## config.mk

```make
export PLATFORM = sky130hd
export DESIGN_NAME = simt_div_ctrl
export DESIGN_NICKNAME = d
export VERILOG_FILES = /design/src/rtl/simt_div_pkg.sv /design/src/rtl/simt_lane_split.sv /design/src/rtl/simt_recon_stack.sv /design/src/rtl/simt_div_ctrl.sv
export SDC_FILE = /design/constraint.sdc
export NUM_CORES = 2
export LEC_CHECK = 0
export BUFFER_PORTS_ARGS = -buffer_cell sky130_fd_sc_hd__buf_2
export CAP_MARGIN = 5
export CORE_UTILIZATION = 65
export DETAILED_ROUTE_END_ITERATION = 12
export PLACE_DENSITY = 0.83
export SKIP_CTS_REPAIR_TIMING = 1
export SLEW_MARGIN = 15
export SYNTH_ARGS = -nofsm -noshare
export SYNTH_HDL_FRONTEND = slang
export SYNTH_HIERARCHICAL = 1
export SYNTH_SLANG_ARGS = --single-unit
```

## constraint.sdc

```tcl
create_clock -name clk -period 15.95 [get_ports clk]
set_input_delay 2.3925 -clock clk [delete_from_list [all_inputs] [get_ports clk]]
set_output_delay 2.3925 -clock clk [all_outputs]
set_load 0.02 [all_outputs]
```

## src/rtl/simt_div_pkg.sv

```systemverilog
package simt_div_pkg;

    // Controller states
    typedef enum logic [1:0] {
        S_CONVERGED = 2'd0,
        S_DIVERGED  = 2'd1,
        S_OVERFLOW  = 2'd2
    } ctrl_state_e;

    // How the active lanes resolve a branch
    typedef enum logic [1:0] {
        SPLIT_NONE_TAKEN = 2'd0,
        SPLIT_ALL_TAKEN  = 2'd1,
        SPLIT_BOTH       = 2'd2
    } split_kind_e;

endpackage

```

## src/rtl/simt_lane_split.sv

```systemverilog
module simt_lane_split
    import simt_div_pkg::*;
#(
    parameter int LANES = 32
) (
    input  logic [LANES-1:0] pred,
    input  logic [LANES-1:0] cur_mask,
    output logic [LANES-1:0] taken_mask,
    output logic [LANES-1:0] other_mask,
    output split_kind_e      kind
);

    logic any_taken;
    logic any_other;

    // Only the lanes that are currently active take part in the vote
    assign taken_mask = pred & cur_mask;
    assign other_mask = ~pred & cur_mask;
    assign any_taken  = |taken_mask;
    assign any_other  = |other_mask;

    always_comb begin
        if (any_taken && any_other) begin
            kind = SPLIT_BOTH;
        end else if (any_taken) begin
            kind = SPLIT_ALL_TAKEN;
        end else begin
            kind = SPLIT_NONE_TAKEN;
        end
    end

endmodule

```

## src/rtl/simt_recon_stack.sv

```systemverilog
module simt_recon_stack #(
    parameter int LANES = 32,
    parameter int PC_W  = 32,
    parameter int DEPTH = 8
) (
    input  logic             clk,
    input  logic             rst_n,
    input  logic             push,
    input  logic             pop,
    input  logic             flip,
    input  logic [PC_W-1:0]  in_rc_pc,
    input  logic [PC_W-1:0]  in_alt_pc,
    input  logic [LANES-1:0] in_alt_mask,
    input  logic [LANES-1:0] in_outer_mask,
    output logic [PC_W-1:0]  top_rc_pc,
    output logic [PC_W-1:0]  top_alt_pc,
    output logic [LANES-1:0] top_alt_mask,
    output logic [LANES-1:0] top_outer_mask,
    output logic             top_second,
    output logic             empty,
    output logic             full,
    output logic             single
);

    localparam int CNT_W = $clog2(DEPTH + 1);
    localparam int IDX_W = (DEPTH > 1) ? $clog2(DEPTH) : 1;

    logic [CNT_W-1:0] cnt_q;
    logic [IDX_W-1:0] top_idx;
    logic [IDX_W-1:0] wr_idx;

    logic [PC_W-1:0]  rc_pc_q     [DEPTH];
    logic [PC_W-1:0]  alt_pc_q    [DEPTH];
    logic [LANES-1:0] alt_mask_q  [DEPTH];
    logic [LANES-1:0] outer_mask_q[DEPTH];
    logic [DEPTH-1:0] second_q;

    assign empty   = (cnt_q == '0);
    assign full    = (cnt_q == CNT_W'(DEPTH));
    assign single  = (cnt_q == CNT_W'(1));
    assign wr_idx  = IDX_W'(cnt_q);
    assign top_idx = IDX_W'(cnt_q - CNT_W'(1));

    assign top_rc_pc      = rc_pc_q[top_idx];
    assign top_alt_pc     = alt_pc_q[top_idx];
    assign top_alt_mask   = alt_mask_q[top_idx];
    assign top_outer_mask = outer_mask_q[top_idx];
    assign top_second     = second_q[top_idx];

    // Occupancy counter
    always_ff @(posedge clk) begin
        if (!rst_n) begin
            cnt_q <= '0;
        end else if (push && !full) begin
            cnt_q <= cnt_q + CNT_W'(1);
        end else if (pop && !empty) begin
            cnt_q <= cnt_q - CNT_W'(1);
        end
    end

    // One slice of storage per entry
    for (genvar e = 0; e < DEPTH; e++) begin : g_entry
        logic wr_en;
        logic flip_en;
        assign wr_en   = push && !full && (wr_idx == IDX_W'(e));
        assign flip_en = flip && !empty && (top_idx == IDX_W'(e));

        always_ff @(posedge clk) begin
            if (!rst_n) begin
                rc_pc_q[e]      <= '0;
                alt_pc_q[e]     <= '0;
                alt_mask_q[e]   <= '0;
                outer_mask_q[e] <= '0;
                second_q[e]     <= 1'b0;
            end else if (wr_en) begin
                rc_pc_q[e]      <= in_rc_pc;
                alt_pc_q[e]     <= in_alt_pc;
                alt_mask_q[e]   <= in_alt_mask;
                outer_mask_q[e] <= in_outer_mask;
                second_q[e]     <= 1'b0;
            end else if (flip_en) begin
                second_q[e]     <= 1'b1;
            end
        end
    end

endmodule

```

## src/rtl/simt_div_ctrl.sv

```systemverilog
module simt_div_ctrl
    import simt_div_pkg::*;
#(
    parameter int              LANES    = 32,
    parameter int              PC_W     = 32,
    parameter int              DEPTH    = 8,
    parameter logic [PC_W-1:0] RESET_PC = '0
) (
    input  logic             clk,
    input  logic             rst_n,
    input  logic             br_valid,
    input  logic [LANES-1:0] br_pred,
    input  logic [PC_W-1:0]  br_target_pc,
    input  logic [PC_W-1:0]  br_fall_pc,
    input  logic [PC_W-1:0]  br_reconv_pc,
    input  logic             path_done,
    output logic [PC_W-1:0]  next_pc,
    output logic [LANES-1:0] active_mask,
    output logic             diverged,
    output logic             stack_overflow
);

    ctrl_state_e      state_q, state_d;
    logic [LANES-1:0] mask_q, mask_d;
    logic [PC_W-1:0]  pc_q, pc_d;

    logic [LANES-1:0] taken_mask, other_mask;
    split_kind_e      kind;

    logic             push, pop, flip;
    logic [PC_W-1:0]  top_rc_pc, top_alt_pc;
    logic [LANES-1:0] top_alt_mask, top_outer_mask;
    logic             top_second, stk_empty, stk_full, stk_single;

    simt_lane_split #(.LANES(LANES)) u_split (
        .pred       (br_pred),
        .cur_mask   (mask_q),
        .taken_mask (taken_mask),
        .other_mask (other_mask),
        .kind       (kind)
    );

    simt_recon_stack #(.LANES(LANES), .PC_W(PC_W), .DEPTH(DEPTH)) u_stack (
        .clk            (clk),
        .rst_n          (rst_n),
        .push           (push),
        .pop            (pop),
        .flip           (flip),
        .in_rc_pc       (br_reconv_pc),
        .in_alt_pc      (br_fall_pc),
        .in_alt_mask    (other_mask),
        .in_outer_mask  (mask_q),
        .top_rc_pc      (top_rc_pc),
        .top_alt_pc     (top_alt_pc),
        .top_alt_mask   (top_alt_mask),
        .top_outer_mask (top_outer_mask),
        .top_second     (top_second),
        .empty          (stk_empty),
        .full           (stk_full),
        .single         (stk_single)
    );

    // State register together with the mask and PC it steers
    always_ff @(posedge clk) begin
        if (!rst_n) begin
            state_q <= S_CONVERGED;
            mask_q  <= '1;
            pc_q    <= RESET_PC;
        end else begin
            state_q <= state_d;
            mask_q  <= mask_d;
            pc_q    <= pc_d;
        end
    end

    // Transitions and stack commands
    always_comb begin
        state_d = state_q;
        mask_d  = mask_q;
        pc_d    = pc_q;
        push    = 1'b0;
        pop     = 1'b0;
        flip    = 1'b0;
        unique case (state_q)
            S_CONVERGED, S_DIVERGED: begin
                if (path_done && !stk_empty) begin
                    if (!top_second) begin
                        // taken side finished: start the pending side
                        flip   = 1'b1;
                        mask_d = top_alt_mask;
                        pc_d   = top_alt_pc;
                    end else begin
                        // both sides finished: reconverge
                        pop    = 1'b1;
                        mask_d = top_outer_mask;
                        pc_d   = top_rc_pc;
                        if (stk_single) begin
                            state_d = S_CONVERGED;
                        end
                    end
                end else if (br_valid && !path_done) begin
                    unique case (kind)
                        SPLIT_NONE_TAKEN: pc_d = br_fall_pc;
                        SPLIT_ALL_TAKEN:  pc_d = br_target_pc;
                        SPLIT_BOTH: begin
                            if (stk_full) begin
                                state_d = S_OVERFLOW;
                            end else begin
                                push    = 1'b1;
                                mask_d  = taken_mask;
                                pc_d    = br_target_pc;
                                state_d = S_DIVERGED;
                            end
                        end
                    endcase
                end
            end
            S_OVERFLOW: begin
                state_d = S_OVERFLOW;
            end
            default: begin
                state_d = S_OVERFLOW;
            end
        endcase
    end

    // Outputs
    assign next_pc        = pc_q;
    assign active_mask    = mask_q;
    assign diverged       = (state_q == S_DIVERGED);
    assign stack_overflow = (state_q == S_OVERFLOW);

endmodule

```

==> flow_metrics.tcl <==
set metrics [dict create \
    gp_congestion 0.826 \
    timing.fmax_mhz 137 \
    multiInputGateArea_um2 17200 \
    wl_um 124000 \
    crit_path_start_kind "input port" \
    synthDistinctLibCells 57 \
    antenna_found_initial 8 \
    ir_drop_uv 97.7 \
    synth_edf_count 1024 \
    seq_area_frac_synth_pct 63.6 \
    required_ps 16230 \
    coreArea_um2 77500 \
    endpoint_kind "register" \
    drc_errors 0 \
    yosysWarnings 6 \
    synth_xor_xnor_area_share_pct 0.0172 \
    cts_root_buf "clkbuf_16" \
    ios 198 \
    fill_cells 4797 \
    postRouteAntennaNets 0 \
    layout_commonest_cell "and2_1" \
    viasPerCell 6.34 \
    synthSimpleGateAreaFrac_pct 17.7 \
    place_inst 4514 \
    synth_top_area_share_pct 60.5 \
    crit_type "input port to register" \
    critPathMaxStageDelay_ps 740 \
    cpMaxStageDelayCell "buf_4" \
    mostFrequentLayoutCells "and2_1, edfxtp_1, nand2_1" \
    synth_top_cell_by_area "edfxtp_1" \
    cp_max_fo 48 \
    synth_compound_area_share_pct 2.31 \
    grt_usage_pct 31.8 \
    fin_tns_setup_ps 0 \
    drv_slew 0 \
    wl_per_cell_um 26.3 \
    die_w_um 282 \
    die_h_um 282 \
    cts.path.max_buffers 3 \
    port_buffers 197 \
    netlist_area_um2 50800 \
    overflow 0 \
    fin_util_pct 71.6 \
    via_count 29900 \
    finalNonFillerCells 4711 \
    hp-class "register to register" \
    fp.dieArea_um2 79300 \
    grt_first_pass_wirelength_um 186000 \
    fin_nets 3722 \
    syn_inst 3486 \
    crit_arrival_ps 7570 \
    drive_above_1_share_pct 19.0 \
    regArea_um2 32300 \
    cts-buffers-inserted 106 \
    ys_ff_latch 1102 \
    power_leakage_nw 20.5 \
    finalCritPeriodShare_pct 45.7 \
    fin_skew_ps 26.3 \
    rsz0062_at_grt "false" \
    yosys-top-cells-area "edfxtp_1, and2_1, mux4_2, nand2_1, dfxtp_1" \
    power.density_nw_per_um2 117 \
    avgSynthCellArea_um2 14.6 \
    rows 102 \
    tightest_slew_ps 1240 \
    finalHoldViolCount 0 \
    min_period_ps 7290 \
    grt_start_max_net_pins 148 \
    htreeDepth 3 \
    finalSetupViolations 0 \
    start_util_pct 65.6 \
    firstDrtPassIters 6 \
    synth_top_flop_cell "edfxtp_1" \
    place_hpwl_um 68200 \
    drv_cap 0 \
    area_growth_pct 9.19 \
    clk_latency_ps 670 \
    outcome "complete, no violations" \
    cts_tree "done" \
    relSlewSlack_pct 17.3 \
    clkTransAtPathRegs_ps 60 \
    drt_iter0_markers 3417 \
    synth_top_family_by_area "simple AND/OR/NAND/NOR gates" \
    crit_chain "buf_2, and2_1, or4_1, or4_1, or4_1, and2_1, inv_1, ha_2, nand3b_4, nor3_4, inv_2, nor2_2, a21o_4, buf_4, buf_4" \
    synthMuxAreaShare_pct 13.4 \
    grt_pass1_vias 30500 \
    async_flop_share_pct 0 \
    cts_sinks 1102 \
    crit_top_cell "or4_1" \
    synth_fp_nets 3626 \
    synth_fa_ha_area_share_pct 0.197 \
]
==> critical path: cells and delay by family <==
| kind | cells | cell delay, ps |
|---|---|---|
| simple gates | 8 | 2530 |
| fa+ha+maj | 1 | 210 |
| buf+inv | 5 | 1720 |
| compound gates | 1 | 590 |
==> metrics by stage <==
stage | total power [W] | hold WS (ps) | instance area [um2] | setup WS [ps]
2_1_floorplan | 0.00388 | 432 | 50800 | 7220
3_3_place_gp | 0.00411 | 444 | 52200 | 8060
3_5_place_dp | 0.00413 | 451 | 52200 | 8060
4_1_cts | 0.00651 | 465 | 55500 | 8740
5_1_grt | 0.00668 | 478 | 55500 | 8510
6_report | 0.00650 | 464 | 55500 | 8660
==> synthesized netlist by cell type (2+ instances only) <==
cell and number:
and3_4 2, dfxtp_1 78, or2_1 4, o21ai_0 6
nor4_1 8, o211ai_1 11, ha_1 8, and2b_1 3
inv_1 8, mux2i_1 85, and3_1 6, nand2b_1 7
nand2_1 439, a31oi_1 7, clkbuf_2 6, a32o_1 21
mux4_2 258, nor2_2 3, and2_4 3, o21ai_1 31
or4_1 9, clkbuf_1 65, nor2_1 23, nand3_1 2
and2_1 1056, a21oi_1 21, nand4_1 3, nor2b_1 34
o21ai_2 10, a21o_1 5, buf_1 19, buf_2 103
edfxtp_1 1024, mux2_2 11, a221o_1 32, nor3b_1 4
buf_6 39, buf_4 13
==> flip-flops by register name (all words and copies together) (netlist names) <==
register and flops:
u_stack/alt_pc_q 256, state_q 2, u_stack/cnt_q 4, next_pc 32, u_stack/second_q 8, u_stack/rc_pc_q 256, u_stack/outer_mask_q 256, active_mask 32
u_stack/alt_mask_q 256
==> layer usage <==
layer / up-vias / part of all wire, % / GRT usage (%)
met5: - / 0.019 / 0
met4: 4 / 4.3 / 14.6
met3: 323 / 10 / 5.35
met2: 1774 / 49 / 52.5
met1: 15000 / 36 / 41.8
li1: 12800 / - / -
==> power breakdown <==
part           leakage, nW  switching [W]  internal (W)
Clock                 1.63        0.00104       0.00138
Combinational         7.62       0.000453      0.000266
Sequential            11.3      0.0000695       0.00329
==> area by class of cell <==
class                      instances  area share (%)
tap                             1040            2.34
antenna                            2         0.00902
inverter                           9          0.0609
clock buffer                     155            5.50
multi-input combinational       2130            31.0
clock inverter                    40           0.521
sequential                      1102            58.2
timing repair buffer             233            2.31
==> cell families after synthesis <==
kind of cell	Yosys count
adders and majority gates	8
muxes	354
xor gates and xnor gates	1
and+or+nand+nor	1614
DFF	1102
buffers and inverters	254
AOI/OAI and AO/OA	153
==> path summary, 6_finish.rpt <==
path	from	to	slack, ps	cells past startpoint
worst max-delay path	br_pred[7]	u_stack/outer_mask_q[4][22]$_SDFFCE_PN0P_	8660	15
worst min-delay path	next_pc[21]$_SDFFE_PN0P_	next_pc[21]$_SDFFE_PN0P_	460	1
worst max register to register	active_mask[7]$_SDFFE_PN1P_	u_stack/outer_mask_q[4][22]$_SDFFCE_PN0P_	10030	14
worst min register to register	next_pc[21]$_SDFFE_PN0P_	next_pc[21]$_SDFFE_PN0P_	460	1
Note: power is estimated with default switching activity, not from simulation.
